### config.mk
export PLATFORM = sky130hd
export DESIGN_NAME = sar_conv_ctrl
export DESIGN_NICKNAME = d
export VERILOG_FILES = /design/src/rtl/sar_ctrl_pkg.sv /design/src/rtl/sar_tick_gen.sv /design/src/rtl/sar_approx_seq.sv /design/src/rtl/sar_reg_file.sv /design/src/rtl/sar_conv_ctrl.sv
export SDC_FILE = /design/constraint.sdc
export NUM_CORES = 1
export LEC_CHECK = 0
export ABC_AREA = 1
export CORE_MARGIN = 2
export CORE_UTILIZATION = 54
export DETAILED_ROUTE_END_ITERATION = 10
export GPL_TIMING_DRIVEN = 0
export PLACE_DENSITY_LB_ADDON = 0.15
export RECOVER_POWER = 50
export SYNTH_ARGS = -nofsm -noshare
export SYNTH_HDL_FRONTEND = slang
export SYNTH_SLANG_ARGS = --single-unit
### constraint.sdc
create_clock -name clk -period 2.6 [get_ports clk]
set_clock_uncertainty 0.1 [all_clocks]
set_input_delay 0.52 -clock clk [delete_from_list [all_inputs] [get_ports clk]]
set_output_delay 0.52 -clock clk [all_outputs]
set_load 0.02 [all_outputs]
### src/rtl/sar_ctrl_pkg.sv
package sar_ctrl_pkg;

  typedef enum logic [1:0] {
    ST_IDLE    = 2'd0,
    ST_STARTUP = 2'd1,
    ST_SAMPLE  = 2'd2,
    ST_CONVERT = 2'd3
  } sar_state_e;

  typedef struct packed {
    logic [4:0] startup;
    logic [3:0] window;
    logic [3:0] div;
    logic [3:0] cmp;
  } sar_timing_t;

  localparam int OFS_CTRL   = 'h04;
  localparam int OFS_STAT   = 'h08;
  localparam int OFS_CYC    = 'h0C;
  localparam int OFS_RES0   = 'h14;
  localparam int OFS_IEN    = 'h20;
  localparam int OFS_ICLR   = 'h24;
  localparam int OFS_IPEND  = 'h28;

  localparam int SEL_LSB    = 5;
  localparam int VLD_BIT    = 15;

  localparam sar_timing_t TIMING_RST = '{startup: 5'h0F, window: 4'hF, div: 4'h1, cmp: 4'hF};

endpackage

### src/rtl/sar_tick_gen.sv
module sar_tick_gen #(
  parameter int DIV_W = 4
) (
  input  logic             clk,
  input  logic             rst_n,
  input  logic             run_i,
  input  logic [DIV_W-1:0] div_i,
  output logic             tick_o
);

  logic [DIV_W-1:0] cnt_q, cnt_d;

  always_comb begin
    if (!run_i)              cnt_d = '0;
    else if (cnt_q == div_i) cnt_d = '0;
    else                     cnt_d = cnt_q + 1'b1;
  end

  always_ff @(posedge clk or negedge rst_n) begin
    if (!rst_n) cnt_q <= '0;
    else        cnt_q <= cnt_d;
  end

  assign tick_o = run_i && (cnt_q == div_i);


  tick_gap_chk: assert property (@(posedge clk) disable iff (!rst_n)
    (tick_o && run_i && (div_i != '0)) |=> !tick_o);

endmodule

### src/rtl/sar_approx_seq.sv
module sar_approx_seq
  import sar_ctrl_pkg::*;
#(
  parameter int RES_W = 12,
  parameter int CH_W  = 2
) (
  input  logic             clk,
  input  logic             rst_n,
  input  logic             start_i,
  input  logic             abort_i,
  input  logic [CH_W-1:0]  start_ch_i,
  input  sar_timing_t      timing_i,
  input  logic             tick_i,
  input  logic             cmp_i,
  output logic             busy_o,
  output logic [3:0]       div_o,
  output logic [CH_W-1:0]  ch_o,
  output logic [RES_W-1:0] dac_o,
  output logic             done_o,
  output logic [RES_W-1:0] done_code_o
);

  localparam int BIT_W = $clog2(RES_W);
  localparam logic [BIT_W-1:0] TOP_BIT = BIT_W'(RES_W - 1);

  sar_state_e       state_q, state_d;
  logic [4:0]       pcnt_q, pcnt_d;
  logic [BIT_W-1:0] bit_q, bit_d;
  logic [RES_W-1:0] code_q, code_d;
  logic [CH_W-1:0]  ch_q, ch_d;
  sar_timing_t      tim_q, tim_d;
  logic [RES_W-1:0] trial, decided;
  logic             slot_end;

  assign trial    = code_q | (RES_W'(1) << bit_q);
  assign decided  = cmp_i ? trial : code_q;
  assign slot_end = tick_i && (pcnt_q == {1'b0, tim_q.cmp});

  always_comb begin
    state_d = state_q;
    pcnt_d  = pcnt_q;
    bit_d   = bit_q;
    code_d  = code_q;
    ch_d    = ch_q;
    tim_d   = tim_q;
    done_o  = 1'b0;
    if (abort_i) begin
      state_d = ST_IDLE;
    end else begin
      unique case (state_q)
        ST_IDLE: begin
          if (start_i) begin
            state_d = ST_STARTUP;
            pcnt_d  = '0;
            code_d  = '0;
            ch_d    = start_ch_i;
            tim_d   = timing_i;
          end
        end
        ST_STARTUP: begin
          if (tick_i) begin
            if (pcnt_q == tim_q.startup) begin
              state_d = ST_SAMPLE;
              pcnt_d  = '0;
            end else begin
              pcnt_d = pcnt_q + 1'b1;
            end
          end
        end
        ST_SAMPLE: begin
          if (tick_i) begin
            if (pcnt_q == {1'b0, tim_q.window}) begin
              state_d = ST_CONVERT;
              pcnt_d  = '0;
              bit_d   = TOP_BIT;
            end else begin
              pcnt_d = pcnt_q + 1'b1;
            end
          end
        end
        ST_CONVERT: begin
          if (slot_end) begin
            code_d = decided;
            pcnt_d = '0;
            if (bit_q == '0) begin
              state_d = ST_IDLE;
              done_o  = 1'b1;
            end else begin
              bit_d = bit_q - 1'b1;
            end
          end else if (tick_i) begin
            pcnt_d = pcnt_q + 1'b1;
          end
        end
        default: state_d = ST_IDLE;
      endcase
    end
  end

  always_ff @(posedge clk or negedge rst_n) begin
    if (!rst_n) begin
      state_q <= ST_IDLE;
      pcnt_q  <= '0;
      bit_q   <= '0;
      code_q  <= '0;
      ch_q    <= '0;
      tim_q   <= TIMING_RST;
    end else begin
      state_q <= state_d;
      pcnt_q  <= pcnt_d;
      bit_q   <= bit_d;
      code_q  <= code_d;
      ch_q    <= ch_d;
      tim_q   <= tim_d;
    end
  end

  assign busy_o      = (state_q != ST_IDLE);
  assign div_o       = tim_q.div;
  assign ch_o        = ch_q;
  assign dac_o       = (state_q == ST_CONVERT) ? trial : '0;
  assign done_code_o = decided;


  start_idle_chk: assert property (@(posedge clk) disable iff (!rst_n)
    start_i |-> (state_q == ST_IDLE));


  abort_idle_chk: assert property (@(posedge clk) disable iff (!rst_n)
    abort_i |=> (state_q == ST_IDLE));


  trial_bit_chk: assert property (@(posedge clk) disable iff (!rst_n)
    (state_q == ST_CONVERT) |-> ($countones(dac_o & ~code_q) == 1));

endmodule

### src/rtl/sar_reg_file.sv
module sar_reg_file
  import sar_ctrl_pkg::*;
#(
  parameter int ADDR_W = 8,
  parameter int DATA_W = 32,
  parameter int RES_W  = 12,
  parameter int NUM_CH = 3,
  parameter int CH_W   = 2
) (
  input  logic              clk,
  input  logic              rst_n,
  input  logic              bus_sel_i,
  input  logic              bus_wr_i,
  input  logic [ADDR_W-1:0] bus_addr_i,
  input  logic [DATA_W-1:0] bus_wdata_i,
  output logic [DATA_W-1:0] bus_rdata_o,
  input  logic              busy_i,
  input  logic              done_i,
  input  logic [CH_W-1:0]   done_ch_i,
  input  logic [RES_W-1:0]  done_code_i,
  output logic              start_o,
  output logic              abort_o,
  output logic [CH_W-1:0]   start_ch_o,
  output sar_timing_t       timing_o,
  output logic              irq_o
);

  logic              en_q, en_d;
  logic [NUM_CH-1:0] sel_q, sel_d;
  sar_timing_t       tim_q, tim_d;
  logic              ien_q, ien_d;
  logic              pend_q, pend_d;
  logic [RES_W-1:0]  res_code_q [NUM_CH];
  logic [NUM_CH-1:0] res_vld_q;

  logic              wr_en, wr_ctrl;
  logic [NUM_CH-1:0] new_sel;

  assign wr_en   = bus_sel_i && bus_wr_i;
  assign wr_ctrl = wr_en && (bus_addr_i == ADDR_W'(OFS_CTRL));
  assign new_sel = bus_wdata_i[SEL_LSB +: NUM_CH];

  assign start_o = wr_ctrl && bus_wdata_i[0] && $onehot(new_sel) && !en_q;
  assign abort_o = wr_ctrl && !bus_wdata_i[0] && busy_i;

  always_comb begin
    start_ch_o = '0;
    for (int i = 0; i < NUM_CH; i++) begin
      if (new_sel[i]) start_ch_o = CH_W'(i);
    end
  end

  always_comb begin
    en_d   = en_q;
    sel_d  = sel_q;
    tim_d  = tim_q;
    ien_d  = ien_q;
    pend_d = pend_q;
    if (wr_ctrl) begin
      en_d  = bus_wdata_i[0];
      sel_d = new_sel;
    end
    if (wr_en && (bus_addr_i == ADDR_W'(OFS_CYC))) begin
      tim_d.startup = bus_wdata_i[4:0];
      tim_d.window  = bus_wdata_i[11:8];
      tim_d.div     = bus_wdata_i[15:12];
      tim_d.cmp     = bus_wdata_i[19:16];
    end
    if (wr_en && (bus_addr_i == ADDR_W'(OFS_IEN))) ien_d = bus_wdata_i[0];
    if (wr_en && (bus_addr_i == ADDR_W'(OFS_ICLR)) && bus_wdata_i[0]) pend_d = 1'b0;
    if (done_i) pend_d = 1'b1;
  end

  always_ff @(posedge clk or negedge rst_n) begin
    if (!rst_n) begin
      en_q   <= 1'b0;
      sel_q  <= '0;
      tim_q  <= TIMING_RST;
      ien_q  <= 1'b0;
      pend_q <= 1'b0;
    end else begin
      en_q   <= en_d;
      sel_q  <= sel_d;
      tim_q  <= tim_d;
      ien_q  <= ien_d;
      pend_q <= pend_d;
    end
  end

  for (genvar g = 0; g < NUM_CH; g++) begin : g_res
    logic             clr, set;
    logic [RES_W-1:0] code_d;
    logic             vld_d;
    assign clr = start_o && (start_ch_o == CH_W'(g));
    assign set = done_i && (done_ch_i == CH_W'(g));
    always_comb begin
      code_d = res_code_q[g];
      vld_d  = res_vld_q[g];
      if (clr) begin
        code_d = '0;
        vld_d  = 1'b0;
      end else if (set) begin
        code_d = done_code_i;
        vld_d  = 1'b1;
      end
    end
    always_ff @(posedge clk or negedge rst_n) begin
      if (!rst_n) begin
        res_code_q[g] <= '0;
        res_vld_q[g]  <= 1'b0;
      end else begin
        res_code_q[g] <= code_d;
        res_vld_q[g]  <= vld_d;
      end
    end
  end

  always_comb begin
    bus_rdata_o = '0;
    if (bus_addr_i == ADDR_W'(OFS_CTRL)) begin
      bus_rdata_o[0]                 = en_q;
      bus_rdata_o[SEL_LSB +: NUM_CH] = sel_q;
    end
    if (bus_addr_i == ADDR_W'(OFS_STAT)) bus_rdata_o[0] = busy_i;
    if (bus_addr_i == ADDR_W'(OFS_CYC)) begin
      bus_rdata_o[4:0]   = tim_q.startup;
      bus_rdata_o[11:8]  = tim_q.window;
      bus_rdata_o[15:12] = tim_q.div;
      bus_rdata_o[19:16] = tim_q.cmp;
    end
    if (bus_addr_i == ADDR_W'(OFS_IEN))   bus_rdata_o[0] = ien_q;
    if (bus_addr_i == ADDR_W'(OFS_IPEND)) bus_rdata_o[0] = pend_q;
    for (int i = 0; i < NUM_CH; i++) begin
      if (bus_addr_i == ADDR_W'(OFS_RES0 + 4 * i)) begin
        bus_rdata_o[RES_W-1:0] = res_code_q[i];
        bus_rdata_o[VLD_BIT]   = res_vld_q[i];
      end
    end
  end

  assign timing_o = tim_q;
  assign irq_o    = pend_q && ien_q;


  pend_set_chk: assert property (@(posedge clk) disable iff (!rst_n)
    done_i |=> pend_q);


  res_valid_chk: assert property (@(posedge clk) disable iff (!rst_n)
    done_i |=> res_vld_q[$past(done_ch_i)]);


  abort_quiet_chk: assert property (@(posedge clk) disable iff (!rst_n)
    abort_o |-> !done_i);

endmodule

### src/rtl/sar_conv_ctrl.sv
module sar_conv_ctrl
  import sar_ctrl_pkg::*;
#(
  parameter int ADDR_W = 8,
  parameter int DATA_W = 32,
  parameter int RES_W  = 12,
  parameter int NUM_CH = 3
) (
  input  logic              clk,
  input  logic              rst_n,
  input  logic              bus_sel_i,
  input  logic              bus_wr_i,
  input  logic [ADDR_W-1:0] bus_addr_i,
  input  logic [DATA_W-1:0] bus_wdata_i,
  output logic [DATA_W-1:0] bus_rdata_o,
  output logic              irq_o,
  input  logic              cmp_i,
  output logic [RES_W-1:0]  dac_code_o,
  output logic [NUM_CH-1:0] ch_sel_o
);

  localparam int CH_W = (NUM_CH > 1) ? $clog2(NUM_CH) : 1;

  logic             start_w, abort_w, busy_w, done_w, tick_w;
  logic [CH_W-1:0]  start_ch_w, ch_w;
  logic [RES_W-1:0] done_code_w;
  logic [3:0]       div_w;
  sar_timing_t      timing_w;

  sar_reg_file #(
    .ADDR_W(ADDR_W), .DATA_W(DATA_W), .RES_W(RES_W), .NUM_CH(NUM_CH), .CH_W(CH_W)
  ) regs_i (
    .clk         (clk),
    .rst_n       (rst_n),
    .bus_sel_i   (bus_sel_i),
    .bus_wr_i    (bus_wr_i),
    .bus_addr_i  (bus_addr_i),
    .bus_wdata_i (bus_wdata_i),
    .bus_rdata_o (bus_rdata_o),
    .busy_i      (busy_w),
    .done_i      (done_w),
    .done_ch_i   (ch_w),
    .done_code_i (done_code_w),
    .start_o     (start_w),
    .abort_o     (abort_w),
    .start_ch_o  (start_ch_w),
    .timing_o    (timing_w),
    .irq_o       (irq_o)
  );

  sar_tick_gen #(.DIV_W(4)) tick_i (
    .clk    (clk),
    .rst_n  (rst_n),
    .run_i  (busy_w),
    .div_i  (div_w),
    .tick_o (tick_w)
  );

  sar_approx_seq #(.RES_W(RES_W), .CH_W(CH_W)) seq_i (
    .clk         (clk),
    .rst_n       (rst_n),
    .start_i     (start_w),
    .abort_i     (abort_w),
    .start_ch_i  (start_ch_w),
    .timing_i    (timing_w),
    .tick_i      (tick_w),
    .cmp_i       (cmp_i),
    .busy_o      (busy_w),
    .div_o       (div_w),
    .ch_o        (ch_w),
    .dac_o       (dac_code_o),
    .done_o      (done_w),
    .done_code_o (done_code_w)
  );

  assign ch_sel_o = busy_w ? (NUM_CH'(1) << ch_w) : '0;


  mux_onehot_chk: assert property (@(posedge clk) disable iff (!rst_n)
    $onehot0(ch_sel_o));


  busy_end_chk: assert property (@(posedge clk) disable iff (!rst_n)
    $fell(busy_w) |-> $past(done_w || abort_w));


  idle_dac_chk: assert property (@(posedge clk) disable iff (!rst_n)
    !busy_w |-> (dac_code_o == '0));

endmodule

**Word level (Yosys, flattened, before mapping)**

Cells that the tools add are included.

- Memories kept: 0
- Bits in read-only memories: 0
- Register bits: 108
- Bits in writable memories: 0
- Logic and storage cells: 169
- Bits in latches: 0
- Output and inout bits: 48
- Bits of input ports: 45

- Magnitude comparators: 0
- $add $sub $neg: 5
- Divide/modulo/power cells: 0
- Reduce and logical (&&, ||, !) cells: 38
- $mul: 0
- Bitwise logic cells: 2
- Shift-type cells: 2
- Muxes and demuxes: 63
- Equality and inequality tests: 35

Operators with widths:

| cell | count |
|---|---|
| two-way mux 12 bit | 14 |
| two-way mux 5 bit | 8 |
| equality test 8 x 5 -> 1 bit, second input constant | 3 |
| equality test 8 x 6 -> 1 bit, second input constant | 3 |
| two-way mux 4 bit | 6 |
| one-hot mux 12 bit (2 select lines) | 1 |
| logical AND 1 bit | 20 |
| two-way mux 1 bit | 20 |
| one-hot mux 5 bit (4 select lines) | 1 |
| two-way mux 2 bit | 9 |
| != test 3 x 2 -> 1 bit, second input constant | 6 |
| equality test 8 x 4 -> 1 bit, second input constant | 2 |
| nonzero test 2 bit | 7 |
| bitwise OR 12 bit | 1 |
| left shift 1 x 4 -> 12 bit, first input constant | 1 |
| equality test 5 x 4 -> 1 bit | 2 |
| equality test 2 x 1 -> 1 bit, second input constant | 4 |
| equality test 2 bit, second input constant | 4 |
| equality test 8 x 3 -> 1 bit, second input constant | 1 |
| != test 2 x 1 -> 1 bit, second input constant | 4 |
| one-hot mux 2 bit (4 select lines) | 1 |
| one-hot mux 4 bit (2 select lines) | 1 |
| AND reduction 7 bit | 1 |
| logical NOT 2 bit | 3 |
| other kinds (19) | 22 |

**Longest topological paths before layout**

Gate-level depths: netlist of the first run.

- Depth in word-level cells: 9
- Depth in mapped cells: 13

**Modules after synthesis**

Synthesis of the first run repeated with hierarchy kept, for this count alone.

- Cell total of the unflattened synthesis: 766
- Area total of the unflattened synthesis: 6138.4 um^2

Modules (own cells, without submodules):

| module | instances | area an instance (um^2) | cells each |
|---|---|---|---|
| sar_reg_file | 1 | 3270.6 | 395 |
| sar_approx_seq | 1 | 2587.5 | 325 |
| sar_tick_gen | 1 | 254.0 | 39 |
| sar_conv_ctrl | 1 | 26.3 | 7 |

**Worst setup path before layout of the first run**

No wires, ideal clock.

- Path type: input port to flip-flop
- Start: input bus_wdata_i[6]
- End: register seq_i.code_q[4]
- Stages: 13
- Setup time: 116 ps
- Buffers on the path: 1
- Arrival: 2014 ps
- Slack: 370 ps
- Required time: 2384 ps
- Cell sequence: inv_1 > fa_1 > nor2_1 > nand2_1 > nor2_1 > nand2_2 > nor2_4 > inv_2 > o31ai_4 > nand2_2 > buf_6 > nand2_1 > nand2_1

- Longest elaborated chain between the ends: 7

RTL lines:

| what | RTL line | text |
|---|---|---|
| start: declaration | sar_conv_ctrl.sv:14 | `input logic [DATA_W-1:0] bus_wdata_i,` |
| adder 1 x 1 -> 2 bit (implied by the code) | sar_reg_file.sv:43 | `assign start_o = wr_ctrl && bus_wdata_i[0] && $onehot(new_sel) && !en_q;` |
| adder 2 x 1 -> 2 bit (implied by the code) | sar_reg_file.sv:43 |  |
| equality test 2 x 1 -> 1 bit | sar_reg_file.sv:43 |  |
| logical AND 1 bit (2 in series) | sar_reg_file.sv:43 |  |
| != test 2 bit (no source line) | - |  |
| AND reduction 4 bit (no source line) | - |  |
| end signal: assignment | sar_approx_seq.sv:112 | `code_q <= code_d;` |
| end: declaration | sar_approx_seq.sv:29 | `logic [RES_W-1:0] code_q, code_d;` |

Every way passes these cells.
A chain may end at the register's enable or synchronous reset.

**Final worst setup path of the first run**

- Start: register seq_i.state_q[0]
- End: output bus_rdata_o[0]

- Longest elaborated chain between the ends: 8

RTL lines:

| what | RTL line | text |
|---|---|---|
| start: declaration | sar_approx_seq.sv:26 | `sar_state_e state_q, state_d;` |
| start signal: assignment | sar_approx_seq.sv:109 | `state_q <= state_d;` |
| nonzero test 2 bit | sar_approx_seq.sv:118 | `assign busy_o = (state_q != ST_IDLE);` |
| two-way mux 1 bit | sar_reg_file.sv:124 | `if (bus_addr_i == ADDR_W'(OFS_STAT)) bus_rdata_o[0] = busy_i;` |
| two-way mux 5 bit | sar_reg_file.sv:125 | `if (bus_addr_i == ADDR_W'(OFS_CYC)) begin` |
| two-way mux 1 bit | sar_reg_file.sv:131 | `if (bus_addr_i == ADDR_W'(OFS_IEN)) bus_rdata_o[0] = ien_q;` |
| two-way mux 1 bit | sar_reg_file.sv:132 | `if (bus_addr_i == ADDR_W'(OFS_IPEND)) bus_rdata_o[0] = pend_q;` |
| two-way mux 12 bit (3 in series) | sar_reg_file.sv:134 | `if (bus_addr_i == ADDR_W'(OFS_RES0 + 4 * i)) begin` |
| end: declaration | sar_conv_ctrl.sv:15 | `output logic [DATA_W-1:0] bus_rdata_o,` |

Every way passes these cells.

==> summary.md, run 1 <==
| Metric | Value |
|---|---|
| Outcome | finished, final reports clean |
| Slew @ Worst Pin | 1.33 ns |
| CP required | 1.98 ns |
| DPL Wire Length | 11500 um |
| Sink Count | 108 |
| WL/cell | 16.5 um |
| Root buf cell | clkbuf_8 |
| Placer congestion estimate | 0.886 |
| Pre-CTS setup slack | -1.08 ns |
| CTS HTree Levels | 3 |
| R2R depth | 10 |
| CTS tree | done |
| Mapped cell area | 0.00599 mm2 |
| Synth Register Bits | 108 |
| Io pins | 93 |
| P_leak | 3.79 nW |
| PortBufs | 68 |
| Die X | 109 um |
| Full die area | 0.0120 mm2 |
| Starting Density | 55.3% |
| Worst Hold Class | primary input to async pin |
| Peak supply drop | 322 uV |
| Cell with the most instances after synthesis | nand2_1 |
| WS Path Type | flip-flop to primary output |
| Global-route wire length before repair | 26400 um |
| GRT Total Usage | 28.9% |
| Final wirelength | 16500 um |
| Power per cell area | 564 mW/mm2 |
| Fillers | 877 |
| Cell taking the most area after synthesis | dfrtp_1 |
| PnR worst setup slack | 0.0513 ns |
| Clock transition at path regs | 0.11 ns |
| Number of global-route vias before repair | 5348 |
| Post-synthesis async set-or-reset flop share | 100% |
| Max Buffers Root-to-Sink | 2 |
| Insertion delay to the later sink of the worst-skew pair | 0.38 ns |
| Post-route ant nets | 0 |
| Final design utilization | 68.6% |
| Final setup viols | 0 |
| Initial antenna violation count | 0 |
| Commonest register cell after synthesis | dfrtp_1 |
| Final Hold Viols | 0 |
| First-pass DRT Iterations | 7 |
| Netlist cell types | 44 |
| CP endpoint kind | primary output |
| Core ar. | 0.0108 mm2 |
| Crit path time final | 2.55 ns |
| TritonCTS buffer count | 9 |
| WP data arrival | 1.93 ns |
| Maximum clock rate | 0.392 GHz |
| Share of layout cells above drive strength 1 | 25.3% |
| Largest net degree at the start of global routing | 57 |
| Row cnt | 38 |
| Top cells by area, synth | dfrtp_1, dfstp_2, nand2_1 |
| Residual DRC | 0 |
| Total grt overflow | 0 |
| Via count | 5451 |
| Mapped Cells | 741 |
| Die Y | 109 um |
| Multi-input gate area | 0.00287 mm2 |
| Sequential area share after synthesis | 45.6% |
| Reg area | 0.00274 mm2 |
| Max-slew violation count | 0 |
| Max Cap Viol | 0 |
| Hold WS | 0.306 ns |
| Tcrit/Tclk final | 98.0% |
| Ys Warns | 0 |
| Drt via density | 5.46 |
| Critical Path Fanout Max | 7 |
| Post-synth EDFFs | 0 |
| Starting DRT DRC Count | 365 |
| Nets@finish | 910 |
| Worst Setup Start Kind | flip-flop |
| Post-Syn Area per Cell | 8.09 um2 |
| Max_slew headroom | 11.5% |
| ANT cells | 0 |
| Top cells by count, synth | nand2_1, dfrtp_1, nand3_1, inv_1, nor2_1 |
| Synth top area share | 34.2% |
| Area grow syn2layout | 24.1% |
==> timing repair <==
action,4_1_cts,5_1_grt
setup endpoints to repair,35,94
pin swaps,8,11
hold endpoints to repair,0,0
gates resized for setup,167,49
setup buffers,8,10
gates cloned,2,1
hold buffers,0,0
==> path summary, 6_finish.rpt <==
kind | startpoint | to | slack (ns)
hold reg to reg | seq_i.code_q[3] | seq_i.code_q[3] | 0.38
setup reg to reg | seq_i.bit_q[0] | regs_i.res_code_q[18] | 0.31
hold / removal | rst_n | tick_i.cnt_q[1] | 0.31
setup / recovery | seq_i.state_q[0] | bus_rdata_o[0] | 0.05
max in group asynchronous | rst_n | seq_i.state_q[0] | 0.52
min in group clk | bus_wdata_i[5] | regs_i.sel_q[0] | 0.37
==> sequential cells by signal, summed over array words and instances, names as in the netlist <==
signal / cells
regs_i.en_q: 1
regs_i.ien_q: 1
regs_i.pend_q: 1
regs_i.res_code_q: 36
regs_i.res_vld_q: 3
regs_i.sel_q: 3
regs_i.timing_o: 17
seq_i.bit_q: 4
seq_i.ch_o: 2
seq_i.code_q: 12
seq_i.div_o: 4
seq_i.pcnt_q: 5
seq_i.state_q: 2
seq_i.tim_q: 13
tick_i.cnt_q: 4
==> kinds of logic (layout without fill, tap and decap cells) <==
kind of cell / Yosys count / count (layout) / synth area share (%)
flip-flops: 108 / 108 / 45.6
adder cells (fa/ha/maj): 12 / 12 / 2.63
other: 1 / 12 / 0.0626
AO/OA/AOI/OAI: 136 / 136 / 13.8
AND/OR/NAND/NOR: 347 / 347 / 26.3
buffers and inverters: 124 / 230 / 9.60
multiplexers: 1 / 1 / 0.188
XOR/XNOR: 12 / 12 / 1.75
==> worst max-delay path: stages (launching register included) <==
cell	delay, ns
dfrtp_2	0.45
inv_2	0.07
ha_2	0.17
buf_6	0.12
inv_6	0.06
nand3_2	0.06
nand3_1	0.09
nor3_2	0.21
nand4_1	0.13
buf_4	0.18
==> final cells by class <==
| class | instances | area share [%] |
|---|---|---|
| plain buffers | 40 | 4.39 |
| flip-flops and latches | 108 | 36.8 |
| clock buffers | 11 | 2.04 |
| inverters | 84 | 4.46 |
| repair buffers | 90 | 10.5 |
| multi-input cells | 520 | 38.5 |
| well taps | 140 | 2.36 |
| clock inverters | 5 | 0.875 |
==> per-stage QoR <==
stage / cells / cell area (um2) / total power, W / TNS [ns]
2_1_floorplan: 752 / 6030 / 0.00267 / 0
3_3_place_gp: 960 / 6890 / 0.00295 / -343.33
3_5_place_dp: 961 / 6920 / 0.00300 / -43.35
4_1_cts: 987 / 7340 / 0.00415 / -0.104
5_1_grt: 998 / 7430 / 0.00443 / -0.0747
6_report: 998 / 7430 / 0.00419 / 0
==> per-layer routing <==
layer	part of all wire (%)	global-route usage (%)	up-vias
met5	0	0	-
met3	6.1	3.97	45
met2	50	48.6	204
met4	3.4	12.7	0
met1	41	37.4	2593
li1	-	-	2609
==> cell usage in the layout (no fill, tap or decap), types with 7 or more instances in the layout <==
master,instances
dfstp_2,26
inv_1,66
clkbuf_2,9
ha_1,8
buf_2,16
o21ai_0,44
inv_2,13
a21oi_1,32
nand3_1,76
nor2_1,66
clkdlybuf4s50_1,21
buf_6,8
o21a_1,7
xor2_1,7
dfrtp_1,81
clkbuf_8,17
nand2_2,10
conb_1,12
nand2_1,156
o21ai_2,14
buf_4,41
nand3_2,7
o21ai_1,19
==> report_power, final <==
part,internal [W],switching (W),total [W]
sequential,0.00178,0.000114,0.00190
clock,0.000511,0.000612,0.00112
combinational,0.000465,0.000710,0.00118
total,0.00276,0.00144,0.00419
Note: power is estimated with default switching activity, not from simulation.
==> run 2, diff against run 1 <==
--- a/config.mk
+++ b/config.mk
@@ -7,7 +7,8 @@
 export LEC_CHECK = 0
 export ABC_AREA = 1
 export CORE_MARGIN = 2
-export CORE_UTILIZATION = 54
+export CORE_UTILIZATION = 55
+export CTS_BUF_LIST = sky130_fd_sc_hd__clkbuf_8
 export DETAILED_ROUTE_END_ITERATION = 10
 export GPL_TIMING_DRIVEN = 0
 export PLACE_DENSITY_LB_ADDON = 0.15
==> run 2 against run 1 <==
Effect of this change: maximum frequency down 0.72%; die area down 1.8%; final area down 1.3%; count of clock-buffer cells in the layout down 2; register-to-register slack worse by 0.10 ns; non-clock buffer count down 2; flip-flop and latch count unchanged; critical endpoint unchanged.
==> summary.md, run 2 (synthesized netlist as in run 1, its figures left out) <==
| Metric | Value |
|---|---|
| Multi-input gate area | 0.00286 mm2 |
| Clock transition at path regs | 0.11 ns |
| First-pass DRT Iterations | 5 |
| Maximum clock rate | 0.390 GHz |
| CTS HTree Levels | 3 |
| Starting Density | 55.8% |
| Share of layout cells above drive strength 1 | 25.2% |
| TritonCTS buffer count | 9 |
| Commonest non-fill, non-tap cell in the layout | nand2_1 |
| Root buf cell | clkbuf_8 |
| Critical Path Fanout Max | 7 |
| TNS Setup | 0 ns |
| Sink Count | 108 |
| Critical path's top delay family | simple AND/OR/NAND/NOR gates |
| Total grt overflow | 0 |
| Area after DPL | 0.00692 mm2 |
| Number of global-route vias before repair | 5384 |
| Power per cell area | 568 mW/mm2 |
| DPL Wire Length | 11600 um |
| Final setup viols | 0 |
| Final Hold Viols | 0 |
| Outcome | finished, final reports clean |
| Placer congestion estimate | 0.899 |
| Post-route ant nets | 0 |
| Cell count after placement | 961 |
| WS Path Type | flip-flop to primary output |
| Via count | 5403 |
| Slew @ Worst Pin | 1.32 ns |
| Final std cells w/o fill | 996 |
| CTS tree | done |
| Pre-CTS setup slack | -1.06 ns |
| Max Buffers Root-to-Sink | 2 |
| GRT Total Usage | 29.6% |
| Critical path buffers and inverters | 4 |
| Drt via density | 5.42 |
| PortBufs | 68 |
| Max-slew violation count | 0 |
| RSZ-0062 raised after global routing | true |
| Max Cap Viol | 0 |
| P_leak | 3.73 nW |
| Biggest register | regs_i.res_code_q |
| Reg area | 0.00274 mm2 |
| Peak supply drop | 417 uV |
| Largest stage delay on the critical path | 0.43 ns |
| Die X | 108 um |
| Max reg flops | 36 |
| Insertion delay to the later sink of the worst-skew pair | 0.40 ns |
| Area grow syn2layout | 22.5% |
| Starting DRT DRC Count | 371 |
| Nets@finish | 908 |
| Fillers | 939 |
| WL/cell | 16.4 um |
| CTS Hold Bufs | 0 |
| CP max stage cell | dfrtp_1 |
| Die Y | 108 um |
| CP endpoint kind | primary output |
| Worst Hold Class | primary input to async pin |
| Initial antenna violation count | 0 |
| Global-route wire length before repair | 26200 um |
| Row cnt | 38 |
| Post-route design area | 0.00734 mm2 |
| Final wirelength | 16300 um |
| Power, Total | 0.00417 W |
| Cell chain of the critical path | inv_1, ha_1, buf_6, inv_4, nand3_2, nand3_1, nor3_2, nand4_1, buf_4 |
| ANT cells | 0 |
| Worst Setup Start Kind | flip-flop |
| Core ar. | 0.0107 mm2 |
| Residual DRC | 0 |
| WP data arrival | 1.95 ns |
| Max_slew headroom | 11.9% |
| Crit path time final | 2.57 ns |
| Full die area | 0.0117 mm2 |
| Io pins | 93 |
| CP required | 1.98 ns |
| PnR worst setup slack | 0.0329 ns |
| Most frequent cells in the layout | nand2_1, dfrtp_1, nand3_1, inv_1, nor2_1 |
| Largest net degree at the start of global routing | 57 |
| Tcrit/Tclk final | 98.7% |
run 2: worst paths after layout:
check / from / to / slack, ns / cells after the start
setup / recovery: seq_i.state_q[1] / bus_rdata_o[0] / 0.03 / 9
hold / removal: rst_n / seq_i.div_o[3] / 0.30 / 1
setup reg to reg: seq_i.bit_q[0] / regs_i.res_code_q[29] / 0.21 / 10
hold reg to reg: seq_i.code_q[3] / seq_i.code_q[3] / 0.38 / 2
max in group asynchronous: rst_n / seq_i.state_q[0] / 0.51 / 2
min in group clk: seq_i.code_q[3] / seq_i.code_q[3] / 0.38 / 2
run 2: what timing repair did:
action / 4_1_cts / 5_1_grt
buffers inserted: 9 / 10
pin swaps: 5 / 13
resized for setup: 135 / 73
endpoints found under the hold margin: 0 / 0
setup endpoints to repair: 35 / 86
run 2: per-stage QoR:
step / hold slack (ns) / util [%]
floorplan: 0.124 / -
global placement: 0.355 / 64.1
detailed placement: 0.359 / 64.4
CTS: 0.0730 / 67.7
global route: 0.384 / 68.3
finish: 0.298 / 68.3
run 2: report_power, final:
group	internal (W)	switching (W)	total, W
logic	0.000455	0.000724	0.00118
clock network	0.000461	0.000637	0.00110
registers	0.00178	0.000113	0.00189
run 2: metal layers:
layer | up-vias | track usage, % | wire (um)
met5 | - | 0 | 0
met4 | 0 | 13.3 | 463
met3 | 41 | 5.67 | 950
met2 | 175 | 50.5 | 8140
met1 | 2589 | 36.5 | 6740
li1 | 2598 | - | -
run 2: cell type report:
type | count | share of cell area [%]
multi-input cells | 520 | 38.9
inverters | 84 | 4.45
repair buffers | 88 | 9.58
well taps | 140 | 2.39
plain buffers | 40 | 4.57
clock buffers | 9 | 1.69
flip-flops and latches | 108 | 37.3
clock inverters | 7 | 1.11
